[src/rtl/steer_pkg.sv]
package steer_pkg;

  typedef enum logic [2:0] {
    MODE_MSEP  = 3'd0,
    MODE_MFLD  = 3'd1,
    MODE_MREP  = 3'd2,
    MODE_3C    = 3'd3,
    MODE_3C_II = 3'd4,
    MODE_4C    = 3'd5,
    MODE_4C_II = 3'd6,
    MODE_RSVD  = 3'd7
  } steer_mode_e;

  localparam int unsigned NUM_GAINS = 4;
  localparam int unsigned IDX_W     = 2;

  // The reserved code folds onto layout 0.
  function automatic steer_mode_e mode_norm(steer_mode_e m);
    return (m == MODE_RSVD) ? MODE_MSEP : m;
  endfunction

  // Last position of the pattern for a layout.
  function automatic logic [IDX_W-1:0] last_pos(steer_mode_e m);
    case (m)
      MODE_3C, MODE_3C_II: return 2'd2;
      MODE_4C, MODE_4C_II: return 2'd3;
      default:             return 2'd1;
    endcase
  endfunction

  // Layouts whose line sync swaps the line type.
  function automatic logic swaps_lines(steer_mode_e m);
    return (m == MODE_MSEP) || (m == MODE_MREP) ||
           (m == MODE_3C_II) || (m == MODE_4C_II);
  endfunction

  // Index from line type and position in the line.
  function automatic logic [IDX_W-1:0] steer_index(steer_mode_e m, logic alt,
                                                   logic [IDX_W-1:0] pos);
    logic [IDX_W-1:0] p3;
    p3 = (pos == 2'd3) ? 2'd0 : pos;
    case (m)
      MODE_MREP:  return {1'b0, pos[0]} + {1'b0, alt};
      MODE_3C:    return p3;
      MODE_3C_II: return alt ? (2'd2 - p3) : p3;
      MODE_4C:    return pos;
      MODE_4C_II: return pos + {alt, 1'b0};
      default:    return {alt, pos[0]};
    endcase
  endfunction

endpackage

[src/rtl/sync_edge_det.sv]
module sync_edge_det #(
  parameter int unsigned N = 3
) (
  input  logic         clk,
  input  logic         rst_n,
  input  logic [N-1:0] sig_in,
  output logic [N-1:0] rise,
  output logic [N-1:0] fall
);

  logic [N-1:0] prev_q;

  for (genvar g = 0; g < N; g++) begin : g_bit
    always_ff @(posedge clk or negedge rst_n) begin
      if (!rst_n) prev_q[g] <= 1'b0;
      else        prev_q[g] <= sig_in[g];
    end

    always_comb begin
      rise[g] = ~prev_q[g] &  sig_in[g];
      fall[g] =  prev_q[g] & ~sig_in[g];
    end
  end

endmodule

[src/rtl/gain_bank.sv]
module gain_bank
  import steer_pkg::*;
#(
  parameter int unsigned GAIN_W    = 8,
  parameter int unsigned ADDR_W    = 3,
  parameter int unsigned MODE_ADDR = 4
) (
  input  logic              clk,
  input  logic              rst_n,
  input  logic              wr_en,
  input  logic [ADDR_W-1:0] wr_addr,
  input  logic [GAIN_W-1:0] wr_data,
  input  logic [IDX_W-1:0]  sel_idx,
  output steer_mode_e       mode_q,
  output logic [GAIN_W-1:0] gain_q
);

  logic [GAIN_W-1:0] gain_r [NUM_GAINS];
  logic [GAIN_W-1:0] gain_d;
  logic              mode_we;

  for (genvar g = 0; g < NUM_GAINS; g++) begin : g_gain
    logic ld;
    always_comb ld = wr_en && (wr_addr == ADDR_W'(g));
    always_ff @(posedge clk or negedge rst_n) begin
      if (!rst_n)  gain_r[g] <= '0;
      else if (ld) gain_r[g] <= wr_data;
    end
  end

  always_comb begin
    mode_we = wr_en && (wr_addr == ADDR_W'(MODE_ADDR));
    gain_d  = gain_r[sel_idx];
  end

  always_ff @(posedge clk or negedge rst_n) begin
    if (!rst_n)       mode_q <= MODE_MSEP;
    else if (mode_we) mode_q <= steer_mode_e'(wr_data[2:0]);
  end

  always_ff @(posedge clk or negedge rst_n) begin
    if (!rst_n) gain_q <= '0;
    else        gain_q <= gain_d;
  end

  assert_mode_load_R2: assert property (@(posedge clk) disable iff (!rst_n)
    mode_we |=> (mode_q == $past(wr_data[2:0])));

endmodule

[src/rtl/steer_seq.sv]
module steer_seq
  import steer_pkg::*;
(
  input  logic             clk,
  input  logic             rst_n,
  input  steer_mode_e      mode_raw,
  input  logic             hd_fall,
  input  logic             vd_fall,
  input  logic             fld_rise,
  input  logic             fld_fall,
  input  logic             fld_lvl,
  output logic [IDX_W-1:0] idx
);

  steer_mode_e      mode;
  logic [IDX_W-1:0] pos_q, pos_d, pos_adv;
  logic             alt_q, alt_d;
  logic             keep_q, keep_d;

  always_comb begin
    mode    = mode_norm(mode_raw);
    pos_adv = (pos_q >= last_pos(mode)) ? '0 : pos_q + 2'd1;
    pos_d   = pos_adv;
    alt_d   = alt_q;
    keep_d  = keep_q;
    if (mode == MODE_MFLD) begin
      if (hd_fall || fld_rise || fld_fall) begin
        pos_d = '0;
        alt_d = fld_lvl;
      end
    end else if (vd_fall) begin
      pos_d  = '0;
      alt_d  = 1'b0;
      keep_d = 1'b1;
    end else if (hd_fall) begin
      pos_d  = '0;
      keep_d = 1'b0;
      if (swaps_lines(mode)) alt_d = keep_q ? alt_q : ~alt_q;
      else                   alt_d = 1'b0;
    end
  end

  always_ff @(posedge clk or negedge rst_n) begin
    if (!rst_n) begin
      pos_q  <= '0;
      alt_q  <= 1'b0;
      keep_q <= 1'b1;
    end else begin
      pos_q  <= pos_d;
      alt_q  <= alt_d;
      keep_q <= keep_d;
    end
  end

  always_comb idx = steer_index(mode, alt_q, pos_q);

  assert_line_restart_R12: assert property (@(posedge clk) disable iff (!rst_n)
    hd_fall |=> (pos_q == '0));

  assert_frame_first_R11: assert property (@(posedge clk) disable iff (!rst_n)
    (vd_fall && mode != MODE_MFLD) |=> (pos_q == '0 && !alt_q && keep_q));

  assert_field_line_R4: assert property (@(posedge clk) disable iff (!rst_n)
    (mode == MODE_MFLD && (fld_rise || fld_fall)) |=> (alt_q == $past(fld_rise)));

  assert_three_range_R6: assert property (@(posedge clk) disable iff (!rst_n)
    (mode == MODE_3C || mode == MODE_3C_II) |-> (idx != 2'd3));

endmodule

[src/rtl/color_gain_steer.sv]
module color_gain_steer
  import steer_pkg::*;
#(
  parameter int unsigned GAIN_W = 8
) (
  input  logic              clk,
  input  logic              rst_n,
  input  logic              line_sync,
  input  logic              frame_sync,
  input  logic              field_flag,
  input  logic              cfg_we,
  input  logic [2:0]        cfg_addr,
  input  logic [GAIN_W-1:0] cfg_wdata,
  output logic [1:0]        color_idx,
  output logic [GAIN_W-1:0] gain_word
);

  localparam int unsigned NSYNC = 3;

  logic [1:0]       rst_ff;
  logic             rst_s_n;
  logic [NSYNC-1:0] rise, fall;
  steer_mode_e      mode_q;

  always_ff @(posedge clk or negedge rst_n) begin
    if (!rst_n) rst_ff <= 2'b00;
    else        rst_ff <= {rst_ff[0], 1'b1};
  end
  assign rst_s_n = rst_ff[1];

  sync_edge_det #(.N(NSYNC)) edge_i (
    .clk    (clk),
    .rst_n  (rst_s_n),
    .sig_in ({field_flag, frame_sync, line_sync}),
    .rise   (rise),
    .fall   (fall)
  );

  steer_seq seq_i (
    .clk      (clk),
    .rst_n    (rst_s_n),
    .mode_raw (mode_q),
    .hd_fall  (fall[0]),
    .vd_fall  (fall[1]),
    .fld_rise (rise[2]),
    .fld_fall (fall[2]),
    .fld_lvl  (field_flag),
    .idx      (color_idx)
  );

  gain_bank #(.GAIN_W(GAIN_W), .ADDR_W(3), .MODE_ADDR(4)) bank_i (
    .clk     (clk),
    .rst_n   (rst_s_n),
    .wr_en   (cfg_we),
    .wr_addr (cfg_addr),
    .wr_data (cfg_wdata),
    .sel_idx (color_idx),
    .mode_q  (mode_q),
    .gain_q  (gain_word)
  );

endmodule

[config.mk]
export PLATFORM = sky130hd
export DESIGN_NAME = color_gain_steer
export DESIGN_NICKNAME = d
export VERILOG_FILES = /design/src/rtl/steer_pkg.sv /design/src/rtl/sync_edge_det.sv /design/src/rtl/gain_bank.sv /design/src/rtl/steer_seq.sv /design/src/rtl/color_gain_steer.sv
export SDC_FILE = /design/constraint.sdc
export NUM_CORES = 1
export LEC_CHECK = 0
export BUFFER_PORTS_ARGS = -buffer_cell sky130_fd_sc_hd__buf_2
export CORE_MARGIN = 10
export CORE_UTILIZATION = 40
export CTS_CLUSTER_DIAMETER = 50
export DETAILED_ROUTE_END_ITERATION = 8
export HOLD_SLACK_MARGIN = 0.12
export PLACE_DENSITY = 0.57
export REMOVE_ABC_BUFFERS = 1
export SLEW_MARGIN = 10
export SYNTH_ARGS = -nofsm -noshare
export SYNTH_HDL_FRONTEND = slang
export SYNTH_SLANG_ARGS = --single-unit
export TNS_END_PERCENT = 20
[constraint.sdc]
create_clock -name clk -period 1.9 [get_ports clk]
set_clock_uncertainty 0.15 [all_clocks]
set_input_delay 0.19 -clock clk [delete_from_list [all_inputs] [get_ports clk]]
set_output_delay 0.19 -clock clk [all_outputs]
set_load 0.1 [all_outputs]
==> results of run 1 <==
worst paths after layout:
check / endpoint / slack [ns] / depth (start not counted)
hold reg to reg: rst_ff[1] / 0.20 / 0
hold / removal: rst_ff[1] / 0.20 / 0
setup / recovery: color_idx[1] / -0.37 / 8
min in group asynchronous: rst_ff[1] / 0.59 / 3
max in group asynchronous: bank_i.gain_r[6] / 0.33 / 1
setup reg to reg: bank_i.gain_q[0] / -0.34 / 10
per-stage QoR:
stage                     instance area [µm²]  instances
final                                    3200        326
after global routing                     3200        326
after CTS                                3170        326
after detailed placement                 2820        295
after global placement                   2820        295
after floorplan                          2350        171
per-layer routing:
| layer | up-vias | track usage [%] | wire [µm] |
|---|---|---|---|
| met5 | - | 0 | 0 |
| met2 | 31 | 19.9 | 2830 |
| li1 | 775 | - | - |
| met4 | 0 | 3.58 | 46 |
| met1 | 816 | 12.8 | 2290 |
| met3 | 7 | 3.56 | 233 |
cells in the mapped netlist:
| library cell | n | area (µm²) |
|---|---|---|
| sky130_fd_sc_hd__buf_4 | 2 | 15.0 |
| sky130_fd_sc_hd__nand2b_1 | 6 | 37.5 |
| sky130_fd_sc_hd__buf_6 | 1 | 11.3 |
| sky130_fd_sc_hd__nor3b_2 | 2 | 25.0 |
| sky130_fd_sc_hd__a21boi_0 | 2 | 15.0 |
| sky130_fd_sc_hd__a21oi_1 | 3 | 15.0 |
| sky130_fd_sc_hd__dfstp_2 | 1 | 26.3 |
| sky130_fd_sc_hd__mux2_1 | 7 | 78.8 |
| sky130_fd_sc_hd__nand3b_1 | 1 | 7.51 |
| sky130_fd_sc_hd__nand3_1 | 1 | 5.00 |
| sky130_fd_sc_hd__nor2_2 | 1 | 6.26 |
| sky130_fd_sc_hd__a221o_1 | 1 | 10.0 |
| sky130_fd_sc_hd__o21ai_0 | 4 | 20.0 |
| sky130_fd_sc_hd__buf_2 | 2 | 10.0 |
| sky130_fd_sc_hd__and3b_1 | 1 | 8.76 |
| sky130_fd_sc_hd__nand2_1 | 7 | 26.3 |
| sky130_fd_sc_hd__a21boi_1 | 1 | 7.51 |
| sky130_fd_sc_hd__clkbuf_1 | 1 | 3.75 |
| sky130_fd_sc_hd__or3b_1 | 1 | 8.76 |
| sky130_fd_sc_hd__inv_1 | 2 | 7.51 |
| sky130_fd_sc_hd__nand2b_2 | 1 | 8.76 |
| sky130_fd_sc_hd__buf_12 | 1 | 20.0 |
| sky130_fd_sc_hd__nor2_1 | 3 | 11.3 |
| sky130_fd_sc_hd__mux2i_1 | 25 | 250 |
| sky130_fd_sc_hd__o311ai_1 | 1 | 8.76 |
| sky130_fd_sc_hd__o22ai_1 | 1 | 6.26 |
| sky130_fd_sc_hd__dfrtp_1 | 51 | 1280 |
| sky130_fd_sc_hd__mux2_2 | 28 | 315 |
| sky130_fd_sc_hd__conb_1 | 1 | 3.75 |
| sky130_fd_sc_hd__nor2b_1 | 2 | 12.5 |
| sky130_fd_sc_hd__nor3_1 | 1 | 5.00 |
| sky130_fd_sc_hd__xor2_1 | 2 | 17.5 |
| sky130_fd_sc_hd__ha_1 | 5 | 62.6 |
| sky130_fd_sc_hd__o211ai_2 | 1 | 12.5 |
| sky130_fd_sc_hd__o21ai_1 | 2 | 10.0 |
| sky130_fd_sc_hd__o22a_1 | 2 | 17.5 |
| sky130_fd_sc_hd__a21o_1 | 1 | 7.51 |
| sky130_fd_sc_hd__o21a_1 | 1 | 7.51 |
| sky130_fd_sc_hd__or2b_1 | 2 | 15.0 |
cell families (layout without fill, tap and decap cells):
logic type	Yosys count	in the layout	share of synthesized area, %
AOI/OAI and AO/OA	20	20	5.70
other	1	1	0.155
xor gates and xnor gates	2	2	0.726
DFF	52	52	54.0
muxes	60	60	26.7
buffers and inverters	9	82	2.80
adders and majority gates	5	5	2.59
and+or+nand+nor	29	29	7.36
timing repair:
action | CTS | global route
pin swaps | 4 | 0
endpoints found under the setup margin | 12 | 13
setup buffers | 8 | 0
gates resized for setup | 10 | 7
hold buffers | 15 | 0
hold endpoints to repair | 60 | 0
final cells by class:
type,instances,area [µm²],area share (%)
clock buffers,6,82.6,2.58
clock inverters,2,13.8,0.430
inverters,2,10.0,0.313
multi-input cells,117,1110,34.6
flip-flops and latches,52,1310,40.8
well taps,75,93.8,2.93
repair buffers,72,584,18.3
sequential cells by signal, indices dropped and copies added, names as in the netlist:
| name | cells |
|---|---|
| seq_i.pos_q | 2 |
| edge_i.prev_q | 3 |
| bank_i.mode_q | 3 |
| seq_i.keep_q | 1 |
| bank_i.gain_r | 32 |
| rst_ff | 2 |
| seq_i.alt_q | 1 |
| bank_i.gain_q | 8 |
power by group:
part	leakage (µW)	switching (µW)	internal [µW]
Combinational	0.000770	1540	1050
Sequential	0.000621	165	1400
Clock	0.0000516	339	298
==> results.json, run 1 <==
{
  "finish.net_count": 272,
  "drt-vias-per-instance": 5.00,
  "timing.hold.worst.class": "flop to flop",
  "numCtsBuffers": 5,
  "floorplan.rows": 28,
  "overflow_left_after_global_routing": 0,
  "final_cell_mix": "48 x sky130_fd_sc_hd__dfrtp_1, 28 x sky130_fd_sc_hd__mux2_2, 27 x sky130_fd_sc_hd__buf_4, 24 x sky130_fd_sc_hd__mux2i_1, 24 x sky130_fd_sc_hd__buf_2",
  "grt_start_max_net_pins": 32,
  "synth_cells": 178,
  "globalplace.congestion": 0.803,
  "portion_of_the_post_synthesis_area_used_by_sequential_elements_pct": 54.0,
  "detail-route-antenna-nets": 0,
  "status": "finished with violations",
  "clock.fmax_mhz": 441,
  "failing_checks": "negative setup slack",
  "timing.final.setup_violations": 10,
  "die_area_um2": 9540,
  "die_h_um": 97.7,
  "vias": 1629,
  "end_kind": "primary output",
  "largest_stage_delay_on_the_critical_path_ns": 0.41,
  "drt_first_iter_violations": 34,
  "mostFrequentLayoutCell": "sky130_fd_sc_hd__dfrtp_1",
  "buffer_ports.inserted": 26,
  "report.power.total_uw": 4790,
  "critical_path_cell_sequence": "buf_6, inv_4, ha_4, or3b_1, a21o_1, o211ai_2, buf_12, buf_12",
  "drt_pass1_iterations": 4,
  "fin_util_pct": 54.3,
  "initial_core_util_pct": 41.0,
  "cellLeakagePower_uw": 0.00144,
  "tritoncts_num_sinks": 52,
  "holdCritStartpoint": "rst_ff[0]",
  "gr_usage_total_pct": 11.4,
  "min_period_over_period_pct": 119,
  "critical_path_required_ns": 1.56,
  "synthToLayoutAreaGrowth_pct": 32.5,
  "number_of_antenna_violations_at_the_first_check_in_global_routing": 0,
  "crit_slowest_cell": "sky130_fd_sc_hd__dfrtp_1",
  "final.min_clock_period_ns": 2.27,
  "h-tree-depth": 2,
  "power.density_nw_per_um2": 1500,
  "cts_max_path_buffers": 2,
  "grt_pass1_wl_um": 8870,
  "cp.buffers_inverters": 4,
  "ctsRootBufferMaster": "sky130_fd_sc_hd__clkbuf_8",
  "grt_pass1_vias": 1762,
  "worst-setup-path-type": "flop to primary output",
  "filler_cell_count": 505,
  "cell_class_contributing_the_biggest_share_of_worst_path_delay": "buffers and inverters",
  "post_route_cells_drive_above_1_share_pct": 44.2,
  "finalWirelength_um": 5400,
  "dominant_cell_type_by_count_on_the_critical_path": "sky130_fd_sc_hd__buf_12",
  "finalWorstSetupSlack_ns": -0.367,
  "drv.max_cap_violation_count": 0,
  "io_pins": 27,
  "timing.slew.headroom_pct": 45.0,
  "wire_per_inst_um": 16.6,
  "synth_area_um2": 2410,
  "clock_latency_ns": 0.30,
  "finalMaxSlewViolations": 0,
  "floorplan.die.width_um": 97.7,
  "irDropWorstVdd_uv": 750,
  "hpwlAfterDp_um": 3790,
  "setup.worst_path.start": "seq_i.pos_q[0]",
  "antenna-diode-count": 0,
  "detail_route.drc_violations": 0,
  "yosysUniqueCellTypes": 39,
  "whs_ns": 0.203,
  "setup-tns-final_ns": -2.93,
  "synthesis.area_per_instance_um2": 13.6,
  "timing_hold_violations_final": 0,
  "timing.rr.start": "seq_i.pos_q[0]",
  "worst-slew-pin-transition_ns": 0.823,
  "yosys_register_bits": 52,
  "preCtsSetupSlack_ns": -0.448,
  "critical_path_arrival_ns": 1.93,
  "crit_path_start_kind": "flop",
  "rsz0062_at_grt": "true",
  "yosys_warnings": 0,
  "core_region_area_um2": 5890,
  "crit_path_max_fanout": 4,
  "path_clk_slew_ns": 0.09,
  "tritoncts": "built"
}
Note: power is estimated with default switching activity, not from simulation.
==> run 2: changes to the inputs <==
Settings changed: CORE_UTILIZATION 40 to 38, PLACE_DENSITY 0.57 to 0.55, SYNTH_HIERARCHICAL from default to 1, TNS_END_PERCENT 20 to 10.
==> results.json, run 2 <==
{
  "status": "finished with violations",
  "failing_checks": "negative setup slack",
  "die_area_um2": 9890,
  "timing.final.setup_violations": 10,
  "finalMaxSlewViolations": 0,
  "vias": 1583,
  "globalplace.congestion": 0.786,
  "clock_latency_ns": 0.31,
  "synth_cells": 165,
  "clock_power_share_pct": 15.7,
  "crit_path_max_fanout": 3,
  "synthToLayoutAreaGrowth_pct": 30.6,
  "grt_pass1_vias": 1657,
  "initial_core_util_pct": 39.8,
  "filler_cell_count": 534,
  "detailed_place.area_um2": 2790,
  "floorplan.rows": 28,
  "largest_register_ffs": 32,
  "critical_path_arrival_ns": 1.90,
  "rsz0062_at_grt": "true",
  "power.density_nw_per_um2": 1540,
  "finalWirelength_um": 5070,
  "p_sw_uw": 2000,
  "cellLeakagePower_uw": 0.00138,
  "detail-route-antenna-nets": 0,
  "seq_power_share_pct": 32.6,
  "gr_usage_total_pct": 10.5,
  "finish.net_count": 258,
  "wire_per_inst_um": 16.2,
  "io_pins": 27,
  "path_clk_slew_ns": 0.10,
  "timing.slew.headroom_pct": 51.5,
  "synth_area_um2": 2400,
  "portion_of_total_power_attributed_to_combinational_logic_pct": 51.7,
  "worst-setup-path-type": "flop to primary output",
  "clock.fmax_mhz": 447,
  "preCtsSetupSlack_ns": -0.260,
  "antenna-diode-count": 0,
  "drt-vias-per-instance": 5.07,
  "rr_worst_depth": 8,
  "cts_max_path_buffers": 2,
  "hpwlAfterDp_um": 3640,
  "multiInputGateArea_um2": 1050,
  "ctsRootBufferMaster": "sky130_fd_sc_hd__clkbuf_8",
  "final_cell_mix": "49 x sky130_fd_sc_hd__dfrtp_1, 35 x sky130_fd_sc_hd__mux2_2, 30 x sky130_fd_sc_hd__buf_4, 24 x sky130_fd_sc_hd__buf_2, 13 x sky130_fd_sc_hd__dlygate4sd3_1",
  "synthesis.area_per_instance_um2": 14.5,
  "whs_ns": 0.188,
  "crit_path_start_kind": "flop",
  "floorplan.die.width_um": 99.4,
  "post_route_cells_drive_above_1_share_pct": 54.9,
  "largest-register": "bank_i/gain_r",
  "postLayoutCellArea_um2": 3130,
  "cell_internal_pwr_uw": 2810,
  "drt_pass1_iterations": 4,
  "grt_pass1_wl_um": 8340,
  "end_kind": "primary output",
  "tritoncts": "built",
  "yosys_warnings": 6,
  "tritoncts_num_sinks": 52,
  "drt_first_iter_violations": 47,
  "drv.max_cap_violation_count": 0,
  "irDropWorstVdd_uv": 1320,
  "detail_route.drc_violations": 0,
  "min_period_over_period_pct": 118,
  "storage_element_area_um2": 1310,
  "overflow_left_after_global_routing": 0,
  "numCtsBuffers": 5,
  "timing_hold_violations_final": 0,
  "timing.hold.worst.class": "flop to asynchronous set/reset pin",
  "number_of_antenna_violations_at_the_first_check_in_global_routing": 0,
  "buffer_ports.inserted": 26,
  "mostFrequentLayoutCell": "sky130_fd_sc_hd__dfrtp_1",
  "worst-slew-pin-transition_ns": 0.727,
  "reg.largest.list": "bank_i/gain_r: 32 flops, bank_i/gain_q: 8 flops",
  "final.min_clock_period_ns": 2.24,
  "h-tree-depth": 2,
  "die_h_um": 99.4,
  "grt_start_max_net_pins": 34,
  "power.switching_fraction_pct": 41.5,
  "critical_path_required_ns": 1.56,
  "finalWorstSetupSlack_ns": -0.338,
  "core_region_area_um2": 6030
}
run 2: power groups by stage:
stage / sequential, µW / clock [µW] / combinational [µW]
2_1_floorplan: 2220 / 0 / 945
3_3_place_gp: 1580 / 0 / 2240
3_5_place_dp: 1590 / 0 / 2260
4_1_cts: 1560 / 771 / 2490
5_1_grt: 1610 / 826 / 2620
6_report: 1570 / 755 / 2490
run 2: area by class of cell:
cell class,count,share of cell area (%)
Clock inverter,3,1.36
Timing Repair Buffer,72,17.5
Multi-Input combinational cell,99,33.5
Tap cell,75,3.00
Sequential cell,52,41.7
Inverter,6,0.719
Clock buffer,5,2.20
run 2: what timing repair did:
| item | 4_1_cts | 5_1_grt |
|---|---|---|
| gates resized for setup | 8 | 4 |
| hold endpoints to repair | 42 | 0 |
| endpoints found under the setup margin | 12 | 12 |
| setup buffers | 7 | 0 |
| pin swaps | 6 | 1 |
| hold buffers | 13 | 0 |
run 2: worst paths after layout:
kind,from,endpoint,slack [ns]
worst min-delay path,rst_ff[1],edge_i/prev_q[1],0.19
min in group clk,rst_ff[0],rst_ff[1],0.20
worst max-delay path,seq_i/pos_q[0],color_idx[1],-0.34
worst max register to register,seq_i/alt_q,bank_i/gain_q[4],-0.28
max in group asynchronous,rst_ff[1],bank_i/gain_r[20],0.78
worst min register to register,rst_ff[1],edge_i/prev_q[1],0.19
run 2: per-stage QoR:
stage | setup TNS, ns | power, µW | std cells | utilization [%]
final | -2.71 | 4810 | 312 | 52.0
after global routing | -3.72 | 5060 | 312 | 52.0
after CTS | -2.78 | 4830 | 312 | 51.8
after detailed placement | -2.35 | 3850 | 284 | 46.3
after global placement | -2.18 | 3810 | 284 | 46.3
after floorplan | -25.62 | 3160 | 157 | -
run 2: worst max-delay path, cell delays in order, from the launching register on:
cell and delay (ns):
sky130_fd_sc_hd__dfrtp_1 0.41, sky130_fd_sc_hd__inv_1 0.09, sky130_fd_sc_hd__ha_2 0.19, sky130_fd_sc_hd__nand4b_1 0.12, sky130_fd_sc_hd__o211ai_2 0.11, sky130_fd_sc_hd__o22ai_2 0.10
sky130_fd_sc_hd__a211oi_2 0.20, sky130_fd_sc_hd__buf_4 0.19, sky130_fd_sc_hd__buf_12 0.18
run 2: per-layer routing:
| metal | global-route usage (%) | routed length [µm] |
|---|---|---|
| met5 | 0 | 0 |
| met4 | 3.86 | 57 |
| met3 | 2.84 | 152 |
| met1 | 12.7 | 2250 |
| met2 | 17.3 | 2600 |
==> run 3: changes to the inputs <==
==> constraint.sdc (replaced) <==
create_clock -name clk -period 1.9 [get_ports clk]
set_clock_uncertainty 0.15 [all_clocks]
set_input_delay 0.095 -clock clk [delete_from_list [all_inputs] [get_ports clk]]
set_output_delay 0.095 -clock clk [all_outputs]
set_load 0.1 [all_outputs]
==> results.json, run 3 (same netlist as run 2, synthesis figures left out) <==
{
  "power.density_nw_per_um2": 1500,
  "fin_util_pct": 52.1,
  "finalMaxSlewViolations": 0,
  "path_clk_slew_ns": 0.09,
  "cell_internal_pwr_uw": 2730,
  "largest_register_ffs": 32,
  "p_sw_uw": 1990,
  "clock.fmax_mhz": 446,
  "antenna-diode-count": 0,
  "drt_pass1_iterations": 4,
  "worst-setup-path-type": "flop to primary output",
  "grt_start_max_net_pins": 28,
  "tritoncts_num_sinks": 52,
  "rsz0062_at_grt": "true",
  "r2r-end": "bank_i/gain_q[0]",
  "min_period_over_period_pct": 118,
  "status": "finished with violations",
  "tritoncts": "built",
  "clock_power_share_pct": 13.5,
  "finalWorstSetupSlack_ns": -0.340,
  "floorplan.rows": 28,
  "cts_max_path_buffers": 2,
  "mostFrequentLayoutCell": "sky130_fd_sc_hd__dfrtp_1",
  "synthToLayoutAreaGrowth_pct": 30.8,
  "io_pins": 27,
  "buffer_ports.inserted": 26,
  "critical_path_arrival_ns": 1.99,
  "crit_path_start_kind": "flop",
  "detail_route.drc_violations": 0,
  "clock_latency_ns": 0.30,
  "failing_checks": "negative setup slack",
  "reg.largest.list": "bank_i/gain_r: 32 flops, bank_i/gain_q: 8 flops",
  "number_of_antenna_violations_at_the_first_check_in_global_routing": 0,
  "report.power.total_uw": 4720,
  "die_h_um": 99.4,
  "seq_power_share_pct": 33.0,
  "timing_hold_violations_final": 0,
  "core_region_area_um2": 6030,
  "gr_usage_total_pct": 10.7,
  "post_route_cells_drive_above_1_share_pct": 57.0,
  "end_kind": "primary output",
  "ctsRootBufferMaster": "sky130_fd_sc_hd__clkbuf_8",
  "timing.hold.worst.class": "flop to asynchronous set/reset pin",
  "h-tree-depth": 2,
  "timing.rr.start": "bank_i/mode_q[2]",
  "globalplace.congestion": 0.750,
  "cellLeakagePower_uw": 0.00138,
  "drv.max_cap_violation_count": 0,
  "timing.final.setup_violations": 11,
  "final_cell_mix": "48 x sky130_fd_sc_hd__dfrtp_1, 35 x sky130_fd_sc_hd__mux2_2, 28 x sky130_fd_sc_hd__buf_4, 24 x sky130_fd_sc_hd__buf_2, 13 x sky130_fd_sc_hd__dlygate4sd3_1",
  "irDropWorstVdd_uv": 993,
  "vias": 1552,
  "power.switching_fraction_pct": 42.2,
  "grt_pass1_vias": 1716,
  "rr_worst_depth": 8,
  "crit_path_max_fanout": 5,
  "whs_ns": 0.107,
  "portion_of_total_power_attributed_to_combinational_logic_pct": 53.5,
  "detail-route-antenna-nets": 0,
  "largest-register": "bank_i/gain_r",
  "floorplan.die.width_um": 99.4,
  "die_area_um2": 9890,
  "r2r_setup_slack_ns": -0.24,
  "final.min_clock_period_ns": 2.24,
  "initial_core_util_pct": 39.8,
  "numCtsBuffers": 5,
  "overflow_left_after_global_routing": 0,
  "wire_per_inst_um": 16.4,
  "hpwlAfterDp_um": 3670,
  "drt_first_iter_violations": 54,
  "grt_pass1_wl_um": 8520,
  "drt-vias-per-instance": 4.97,
  "finalWirelength_um": 5120,
  "finish.net_count": 258,
  "preCtsSetupSlack_ns": -0.302,
  "critical_path_required_ns": 1.65
}
[run 3: cell types whose count changed in the layout (fill, tap and decap cells not counted), moves of 2 or more]
| cell | change |
|---|---|
| sky130_fd_sc_hd__buf_4 | -2 |
| sky130_fd_sc_hd__buf_6 | +2 |
| sky130_fd_sc_hd__inv_1 | -2 |
| sky130_fd_sc_hd__inv_2 | +2 |
[run 3: metrics by stage]
step | setup TNS [ns] | instance area [µm²] | std cells
global placement | -1.88 | 2800 | 286
global route | -3.82 | 3140 | 312
CTS | -2.82 | 3100 | 312
floorplan | -25.43 | 2340 | 157
detailed placement | -2.66 | 2800 | 286
finish | -2.42 | 3140 | 312
[run 3: timing repair]
action,CTS,global route
setup buffers,5,0
pin swaps,7,3
setup endpoints to repair,13,13
hold endpoints to repair,42,0
hold buffers,13,0
resized for setup,10,9
[run 3: metal layers]
layer | vias up | part of all wire (%) | track usage, % | wire [µm]
met5 | - | 0 | 0 | 0
met4 | 0 | 0.74 | 3.31 | 38
met3 | 5 | 2.8 | 2.77 | 146
met2 | 20 | 53 | 18.4 | 2710
met1 | 793 | 43 | 12.7 | 2230
li1 | 734 | - | - | -
[run 3: how the worst max path moves through the flow]
| stage | to | slack [ns] | from | cells past startpoint |
|---|---|---|---|---|
| after detailed placement | bank_i/gain_q[2] | -0.30 | seq_i/pos_q[0] | 7 |
| final | color_idx[1] | -0.34 | bank_i/mode_q[2] | 8 |
| after global placement | bank_i/gain_q[5] | -0.21 | bank_i/mode_q[2] | 7 |
| after global routing | color_idx[1] | -0.46 | seq_i/pos_q[0] | 9 |
| after CTS | color_idx[1] | -0.38 | bank_i/mode_q[2] | 8 |
| after floorplan | bank_i/gain_q[0] | -2.73 | seq_i/pos_q[0] | 7 |
[run 3: final cells by class]
| class | count | area, µm² |
|---|---|---|
| Clock inverter | 2 | 10.0 |
| Inverter | 6 | 22.5 |
| Clock buffer | 6 | 82.6 |
| Timing Repair Buffer | 72 | 557 |
| Fill cell | 531 | 2890 |
| Multi-Input combinational cell | 99 | 1070 |
| Tap cell | 75 | 93.8 |
| Sequential cell | 52 | 1310 |
[run 3: critical path, stage by stage (launching register included)]
cell	delay [ns]
sky130_fd_sc_hd__dfrtp_2	0.45
sky130_fd_sc_hd__buf_6	0.14
sky130_fd_sc_hd__buf_6	0.11
sky130_fd_sc_hd__a211oi_4	0.22
sky130_fd_sc_hd__o22ai_1	0.12
sky130_fd_sc_hd__a211oi_2	0.20
sky130_fd_sc_hd__buf_4	0.18
sky130_fd_sc_hd__buf_6	0.11
sky130_fd_sc_hd__buf_12	0.16
[run 3: power by group through the flow]
stage	sequential (µW)	clock [µW]	combinational, µW
5_1_grt	1600	713	2680
6_report	1560	639	2520
3_3_place_gp	1560	0	2270
4_1_cts	1550	661	2480
3_5_place_dp	1570	0	2310
2_1_floorplan	2220	0	945
